$ cat src/rtl/dac_fmt_pkg.sv
package dac_fmt_pkg;

  // Working settings for one sample; bit layout matches the write port.
  typedef struct packed {
    logic [1:0] width;   // 00 all, 01 drop 2 LSBs, 1x drop 4 LSBs
    logic       rev;     // mirror bits
    logic       twos;    // 1: input already two's complement
  } fmt_cfg_t;

  localparam fmt_cfg_t CFG_RESET = '{width: 2'b00, rev: 1'b0, twos: 1'b1};

endpackage

$ cat src/rtl/fmt_pack.sv
module fmt_pack
  import dac_fmt_pkg::*;
#(
  parameter int WORD_W = 14
) (
  input  logic              clk,
  input  logic              rst_n,
  input  logic              cfg_wr,
  input  fmt_cfg_t          cfg_wdata,
  input  logic              narrow_mode,
  input  logic              fifo_bypass,
  input  logic              accept,
  input  logic [WORD_W-1:0] in_data,
  output logic [WORD_W-1:0] word,
  output fmt_cfg_t          cur_cfg,
  output logic              cur_narrow,
  output logic              cur_bypass,
  output logic              load
);
  localparam int HALF_W = WORD_W / 2;

  fmt_cfg_t          pend_cfg, act_cfg;
  logic              act_narrow, act_bypass;
  logic              phase;            // 1: upper half held, waiting for lower
  logic [HALF_W-1:0] hi_half;

  assign cur_cfg    = phase ? act_cfg    : pend_cfg;
  assign cur_narrow = phase ? act_narrow : narrow_mode;
  assign cur_bypass = phase ? act_bypass : fifo_bypass;
  assign word       = phase ? {hi_half, in_data[HALF_W-1:0]} : in_data;
  assign load       = accept && (phase || !narrow_mode);

  always_ff @(posedge clk) begin
    if (!rst_n) begin
      pend_cfg   <= CFG_RESET;
      act_cfg    <= CFG_RESET;
      act_narrow <= 1'b0;
      act_bypass <= 1'b0;
      phase      <= 1'b0;
      hi_half    <= '0;
    end else begin
      if (cfg_wr) pend_cfg <= cfg_wdata;
      if (accept && !phase) begin
        act_cfg    <= pend_cfg;
        act_narrow <= narrow_mode;
        act_bypass <= fifo_bypass;
        if (narrow_mode) begin
          hi_half <= in_data[HALF_W-1:0];
          phase   <= 1'b1;
        end
      end else if (accept && phase) begin
        phase <= 1'b0;
      end
    end
  end

  // First narrow beat must open a pairing window, never emit a sample.
  assert_first_half_waits_R3: assert property (@(posedge clk) disable iff (!rst_n)
    (accept && !phase && narrow_mode) |=> (phase && !$past(load)));

  // Settings in use cannot move while a sample is half assembled.
  assert_cfg_frozen_mid_sample_R9: assert property (@(posedge clk) disable iff (!rst_n)
    phase |=> $stable(act_cfg));

endmodule

$ cat src/rtl/fmt_core.sv
module fmt_core
  import dac_fmt_pkg::*;
#(
  parameter int WORD_W   = 14,
  parameter int DROP_MID = 2,
  parameter int DROP_LOW = 4
) (
  input  logic [WORD_W-1:0] word,
  input  logic              narrow,
  input  fmt_cfg_t          cfg,
  output logic [WORD_W-1:0] result
);
  localparam int HALF_W = WORD_W / 2;

  logic [WORD_W-1:0] rev_full, rev_half, ordered, keep, masked;

  for (genvar i = 0; i < WORD_W; i++) begin : g_bit
    localparam bit KEEP_MID = (i >= DROP_MID);
    localparam bit KEEP_LOW = (i >= DROP_LOW);
    assign rev_full[i] = word[WORD_W-1-i];
    if (i < HALF_W) begin : g_lo
      assign rev_half[i] = word[HALF_W-1-i];
    end else begin : g_hi
      assign rev_half[i] = word[WORD_W-1-(i-HALF_W)];
    end
    assign keep[i] = (cfg.width == 2'b00)
                   | ((cfg.width == 2'b01) & KEEP_MID)
                   | (cfg.width[1] & KEEP_LOW);
  end

  assign ordered = cfg.rev ? (narrow ? rev_half : rev_full) : word;
  assign masked  = ordered & keep;
  assign result  = masked ^ {~cfg.twos, {(WORD_W-1){1'b0}}};

endmodule

$ cat src/rtl/fmt_out.sv
module fmt_out #(
  parameter int WORD_W = 14
) (
  input  logic              clk,
  input  logic              rst_n,
  input  logic              load,
  input  logic [WORD_W-1:0] result,
  input  logic              bypass_in,
  input  logic              out_ready,
  output logic              can_take,
  output logic              out_valid,
  output logic [WORD_W-1:0] out_sample,
  output logic              out_bypass
);
  assign can_take = !out_valid || out_ready;

  always_ff @(posedge clk) begin
    if (!rst_n) begin
      out_valid  <= 1'b0;
      out_sample <= '0;
      out_bypass <= 1'b0;
    end else if (load) begin
      out_valid  <= 1'b1;
      out_sample <= result;
      out_bypass <= bypass_in;
    end else if (out_ready) begin
      out_valid  <= 1'b0;
    end
  end

  assert_hold_under_stall_R10: assert property (@(posedge clk) disable iff (!rst_n)
    (out_valid && !out_ready) |=> (out_valid && $stable(out_sample) && $stable(out_bypass)));

endmodule

$ cat src/rtl/dac_sample_formatter.sv
module dac_sample_formatter
  import dac_fmt_pkg::*;
#(
  parameter int WORD_W = 14
) (
  input  logic              clk,
  input  logic              rst_n,
  input  logic              cfg_wr,
  input  logic [3:0]        cfg_wdata,
  input  logic              narrow_mode,
  input  logic              fifo_bypass,
  input  logic              in_valid,
  output logic              in_ready,
  input  logic [WORD_W-1:0] in_data,
  output logic              out_valid,
  input  logic              out_ready,
  output logic [WORD_W-1:0] out_sample,
  output logic              out_bypass
);
  logic              accept, load, cur_narrow, cur_bypass;
  logic [WORD_W-1:0] word, result;
  fmt_cfg_t          cur_cfg;

  assign accept = in_valid && in_ready;

  fmt_pack #(.WORD_W(WORD_W)) u_pack (
    .clk(clk), .rst_n(rst_n), .cfg_wr(cfg_wr), .cfg_wdata(fmt_cfg_t'(cfg_wdata)),
    .narrow_mode(narrow_mode), .fifo_bypass(fifo_bypass), .accept(accept),
    .in_data(in_data), .word(word), .cur_cfg(cur_cfg), .cur_narrow(cur_narrow),
    .cur_bypass(cur_bypass), .load(load)
  );

  fmt_core #(.WORD_W(WORD_W)) u_core (
    .word(word), .narrow(cur_narrow), .cfg(cur_cfg), .result(result)
  );

  fmt_out #(.WORD_W(WORD_W)) u_out (
    .clk(clk), .rst_n(rst_n), .load(load), .result(result), .bypass_in(cur_bypass),
    .out_ready(out_ready), .can_take(in_ready), .out_valid(out_valid),
    .out_sample(out_sample), .out_bypass(out_bypass)
  );

  assert_valid_follows_accept_R2: assert property (@(posedge clk) disable iff (!rst_n)
    $rose(out_valid) |-> $past(in_valid && in_ready));

  assert_ready_when_empty_R10: assert property (@(posedge clk) disable iff (!rst_n)
    !out_valid |-> in_ready);

endmodule

$ cat config.mk
export PLATFORM = sky130hd
export DESIGN_NAME = dac_sample_formatter
export DESIGN_NICKNAME = d
export VERILOG_FILES = /design/src/rtl/dac_fmt_pkg.sv /design/src/rtl/fmt_pack.sv /design/src/rtl/fmt_core.sv /design/src/rtl/fmt_out.sv /design/src/rtl/dac_sample_formatter.sv
export SDC_FILE = /design/constraint.sdc
export NUM_CORES = 1
export LEC_CHECK = 0
export CAP_MARGIN = 20
export CORE_MARGIN = 2
export CORE_UTILIZATION = 33
export DETAILED_ROUTE_END_ITERATION = 16
export DONT_BUFFER_PORTS = 1
export PLACE_DENSITY_LB_ADDON = 0.1
export REMOVE_ABC_BUFFERS = 1
export SYNTH_ARGS = -nofsm -noshare
export SYNTH_HDL_FRONTEND = slang
export SYNTH_SLANG_ARGS = --single-unit
$ cat constraint.sdc
create_clock -name clk -period 2 [get_ports clk]
set_input_delay 0.4 -clock clk [delete_from_list [all_inputs] [get_ports clk]]
set_output_delay 0.4 -clock clk [all_outputs]
set_load 0.05 [all_outputs]
Word level (Yosys, flattened, before mapping). Index checks and enable logic that the tools add are counted.

Logic and storage cells: 45. Register bits after elaboration: 34. Output and inout bits: 17.

Bitwise logic cells: 5. Reductions and logical operators: 14. Equal/unequal tests: 2. Muxes and demuxes: 11.

Operator list (number): two-way mux 14 bit (3); bitwise AND 14 bit (1); bitwise XOR 14 bit (1); two-way mux 1 bit (7); logical AND 1 bit (4); two-way mux 4 bit (1); AND reduction 2 bit (2); nonzero test 2 bit (2); logical NOT 1 bit (3); == test 2 x 1 -> 1 bit (second input constant) (1); logical NOT 2 bit (1); logical OR 1 bit (2); != test 2 bit (second input constant) (1); bitwise OR 1 bit (2); inverter 1 bit (1).

Longest topological paths before layout.
Word-level depth: 6. Gate-level depth with buffers: 6.

Modules after synthesis. A second synthesis with hierarchy kept.

Cells, all modules: 195. Area total of the unflattened synthesis: 1866.8 sq um.

By module, submodules not included: fmt_pack (cells an instance 95, times used 1, sequential area each 360.3 sq um, area each 904.6 sq um); fmt_out (cells an instance 52, times used 1, sequential area each 320.3 sq um, area each 616.8 sq um); fmt_core (cells an instance 47, times used 1, sequential area each 0.0 sq um, area each 339.1 sq um); dac_sample_formatter (cells an instance 1, times used 1, sequential area each 0.0 sq um, area each 6.3 sq um).

Worst setup path before layout. No wires, ideal clock.

Path kind: reg-to-reg. Start point: register u_out.out_valid. End point: register u_out.out_sample[13]. Arrival time: 1835 ps. Setup time: 74 ps. Cell stages (with the launch flop): 7. Setup slack: 90 ps. Path through: dfxtp_1 nor2b_1 inv_1 a31oi_2 buf_2 nand2_1 o21ai_0.

Longest elaborated chain between the ends: 4.

Ends and longest elaborated chain: start, declared (line fmt_out.sv:11) `output logic out_valid,`; start signal, assigned (line fmt_out.sv:19) `out_valid <= 1'b0;`; start signal, assigned (line fmt_out.sv:23) `out_valid <= 1'b1;`; start signal, assigned (line fmt_out.sv:27) `out_valid <= 1'b0;`; logical NOT 1 bit (line fmt_out.sv:15) `assign can_take = !out_valid || out_ready;`; logical OR 1 bit (line fmt_out.sv:15); net in_ready (line dac_sample_formatter.sv:13) `output logic in_ready,`; logical AND 1 bit (line dac_sample_formatter.sv:24) `assign accept = in_valid && in_ready;`; logical AND 1 bit (line fmt_pack.sv:31) `assign load = accept && (phase || !narrow_mode);`; end signal, assigned (line fmt_out.sv:24) `out_sample <= result;`; end, declared (line fmt_out.sv:12) `output logic [WORD_W-1:0] out_sample,`.

The timed path passes the listed nets, and every way through them passes these cells. A chain may end at the register's enable or synchronous reset.

Final worst setup path.
Start point: register u_pack.phase. End point: register u_out.out_sample[2].

Longest elaborated chain between the ends: 5.

Ends and longest elaborated chain: start, declared (line fmt_pack.sv:24) `logic phase;`; start signal, assigned (line fmt_pack.sv:39) `phase <= 1'b0;`; start signal, assigned (line fmt_pack.sv:49) `phase <= 1'b1;`; start signal, assigned (line fmt_pack.sv:52) `phase <= 1'b0;`; two-way mux 4 bit (tied with other cells) (line fmt_pack.sv:27) `assign cur_cfg = phase ? act_cfg : pend_cfg;`; == test 2 x 1 -> 1 bit (tied with other cells); bitwise OR 1 bit / two-way mux 14 bit (equally long branches) (line fmt_core.sv:27, fmt_core.sv:31); bitwise AND 14 bit (line fmt_core.sv:32) `assign masked = ordered & keep;`; bitwise XOR 14 bit (line fmt_core.sv:33) `assign result = masked ^ {~cfg.twos, {(WORD_W-1){1'b0}}};`.

Several ways; a longest one is shown, not always the timed one.

==> results by group <==
Final layout
  – Area Growth Syn to Fin: 10.5%
  – Fin nets: slightly below 200
  – Layout Cells excl Fill: 240
  – Most common cell after layout, fill and taps aside: dfxtp_1
  – Final Util: 38.4%
  – Most frequent cells in the layout: dfxtp_1, mux2i_1, nor2_1
  – Share of layout cells above drive strength 1: 17.9%
  – Antenna diodes: 0
  – Final Instance Area: roughly 1800 sq um

Critical path
  – CP max FO: 17
  – Crit path kind: reg -> reg
  – CP Capture Type: register
  – Critical Path RT: 2.18 ns
  – FF-to-FF Start: u_pack.phase
  – R2r endpoint: u_out.out_sample[2]
  – FF-to-FF setup slack: 0.26 ns
  – Reg2Reg Depth: 5
  – Startpoint Class: register
  – Worst EP arrival: between 1.5 and 2 ns

Hold path
  – Worst hold path class: in -> reg
  – Hold path cells: 1
  – HP Start: rst_n
  – Hold endpoint: u_pack.act_cfg[0]

STA
  – Worst hold slack: 0.176 ns
  – Worst-Margin Slew: between 0.7 and 0.8 ns
  – Min cycle time layout: about 1.7 ns
  – RSZ-0062 raised after global routing: no
  – Clock Skew: 0.00562 ns
  – Slew Limit Headroom: a little under half
  – Post-route setup slack: about 0.26 ns
  – # setup viols final: 0
  – Setup TNS: 0 ns
  – Fmax: 0.575 GHz
  – Final Max Tran Viols: 0
  – Final hold vios: 0
  – Final Cycle Share: a little under 90%

Floorplan
  – Core Area: between 4000 and 5000 sq um
  – Die Ht: 75.0 um
  – Starting density of the core: approximately a third
  – IO Pins: 42
  – Site Rows: 25
  – Die W: 75.0 um
  – Die footprint: between 5000 and 6000 sq um

Synth
  – Primary FF master, synth: dfxtp_1
  – Synth warnings: 0
  – EDFF count, synth: 0
  – Synth Area in Compound Gates: between 10% and 20%
  – Simple-gate area share of the yosys netlist: 12.3%
  – Seq cells post-synth: 34
  – Post-Synthesis Cell Area: 1660 sq um
  – Mux share of post-synthesis cell area: 28.4%
  – Largest family of logic cells by synthesized area: multiplexers
  – Sequential area share after synthesis: 40.9%
  – Mapped Cells: roughly 170
  – Adder-Cell Fraction of Synth Area: 0%
  – Synth async-reset ratio: 0%
  – Cell variety after synth: 29
  – Synth Area in XOR/XNOR: 0%
  – Syn_area_per_cell: 9.90 sq um

Global route
  – First-pass GRT wire length: around 5700 um
  – Vias in the first global route: roughly 1200
  – Antenna violations before repair: 0
  – Grt ovf: 0
  – Total track usage: 14.2%
  – Largest net degree at the start of global routing: 19

Clock network
  – Root Driver: clkbuf_8
  – Worst-path clk slew: 0.07 ns
  – CTS tree: built
  – Setup repair bufs after CTS: 0
  – # clock sinks: 34
  – Post_cts resized: 0
  – H-Tree Depth: 2
  – CTS Buf Count: 5
  – Hold-fix buffers at CTS: 0
  – Clk buf depth: 2
  – Clk_lat worst skew: approximately 0.28 ns

Route
  – Antenna Nets Post-Route: 0
  – WL/cell: ~15 um
  – Residual DRC: 0
  – Routed Wire Length: 3710 um
  – Vias/cell: between 5 and 6
  – DRT iter0 DRCs: 39
  – Vias post-DR: 1223
  – Pre-antenna DRT Iters: 4

Place
  – Placed instance count: 232
  – RePlAce Congestion: 0.808
  – Dpl ws: 0.212 ns
  – Port Buffers: 0
  – Area after DPL: around 1700 sq um
  – Post-DP HPWL: about 2700 um

Power and ir drop
  – Peak supply drop: 0.326 mV
  – Leak: approximately 0.81 nW
  – Pwr Density: between 800 and 900 nW/um^2
  – Overall Power: 1.58 mW

Run
  – Maxcap violations: 0

Outcome
  – Status: finished, final reports clean
-- area by class of cell --
| class | count | area (sq um) |
|---|---|---|
| Clock buffer | 7 | 86.3 |
| Clock inverter | 1 | 5.00 |
| Fill cell | 486 | 2950 |
| Inverter | 3 | 11.3 |
| Multi-Input combinational cell | 120 | 911 |
| Sequential cell | 34 | 681 |
| Tap cell | 67 | 83.8 |
| Timing Repair Buffer | 8 | 60.1 |
-- critical path, cell delays in order, from the launching register on --
cell and delay (ns):
dfxtp_1 0.39, buf_4 0.29, mux2i_4 0.34, buf_4 0.24, o21ai_0 0.12, a32o_1 0.26
-- registers in the layout, summed over array words and instances (netlist names) --
| register | count |
|---|---|
| u_out.out_bypass | 1 |
| u_out.out_sample | 14 |
| u_out.out_valid | 1 |
| u_pack.act_bypass | 1 |
| u_pack.act_cfg | 4 |
| u_pack.act_narrow | 1 |
| u_pack.hi_half | 7 |
| u_pack.pend_cfg | 4 |
| u_pack.phase | 1 |
-- cells by family (layout without fill, tap and decap cells) --
| group | after synthesis | after routing |
|---|---|---|
| AO/OA/AOI/OAI | 33 | 33 |
| AND/OR/NAND/NOR | 44 | 44 |
| multiplexers | 43 | 43 |
| flip-flops | 34 | 34 |
| buffers and inverters | 14 | 19 |
-- worst max-delay path by stage --
stage                                 endpoint         start
after global routing       u_out.out_sample[6]  u_pack.phase
final                      u_out.out_sample[2]  u_pack.phase
after floorplan            u_out.out_sample[3]  u_pack.phase
after CTS                 u_out.out_sample[12]  u_pack.phase
after detailed placement  u_out.out_sample[12]     out_ready
after global placement     u_out.out_sample[3]  u_pack.phase
-- metal layers --
metal	wire length, um	vias to the layer above	GRT usage, %
li1	-	605	-
met3	282	2	6.43
met2	1780	31	22.8
met5	0	-	0
met1	1620	585	16.6
met4	22	0	5.36
-- synthesized netlist by cell type (2+ instances only) --
library cell  count  share of area [%]
nor2b_1           3                1.1
a22o_1           11                5.8
mux2i_1          31                 19
nor3_1            2               0.60
dfxtp_1          34                 41
buf_2             5                1.5
clkbuf_1          2               0.45
mux2i_4           2                2.7
o21ai_1           3               0.90
nand3_1           2               0.60
buf_6             2                1.4
nand2b_1          2               0.75
nor2_1           16                3.6
inv_1             3               0.68
mux2_2            9                6.1
nand2_1          15                3.4
o21ai_0           9                2.7
a32o_1            2                1.2
a21oi_1           5                1.5
-- where the power goes --
| part | internal, mW | switching, mW |
|---|---|---|
| clock | 0.278 | 0.238 |
| sequential | 0.718 | 0.0985 |
| combinational | 0.120 | 0.132 |
Note: power is estimated with default switching activity, not from simulation.
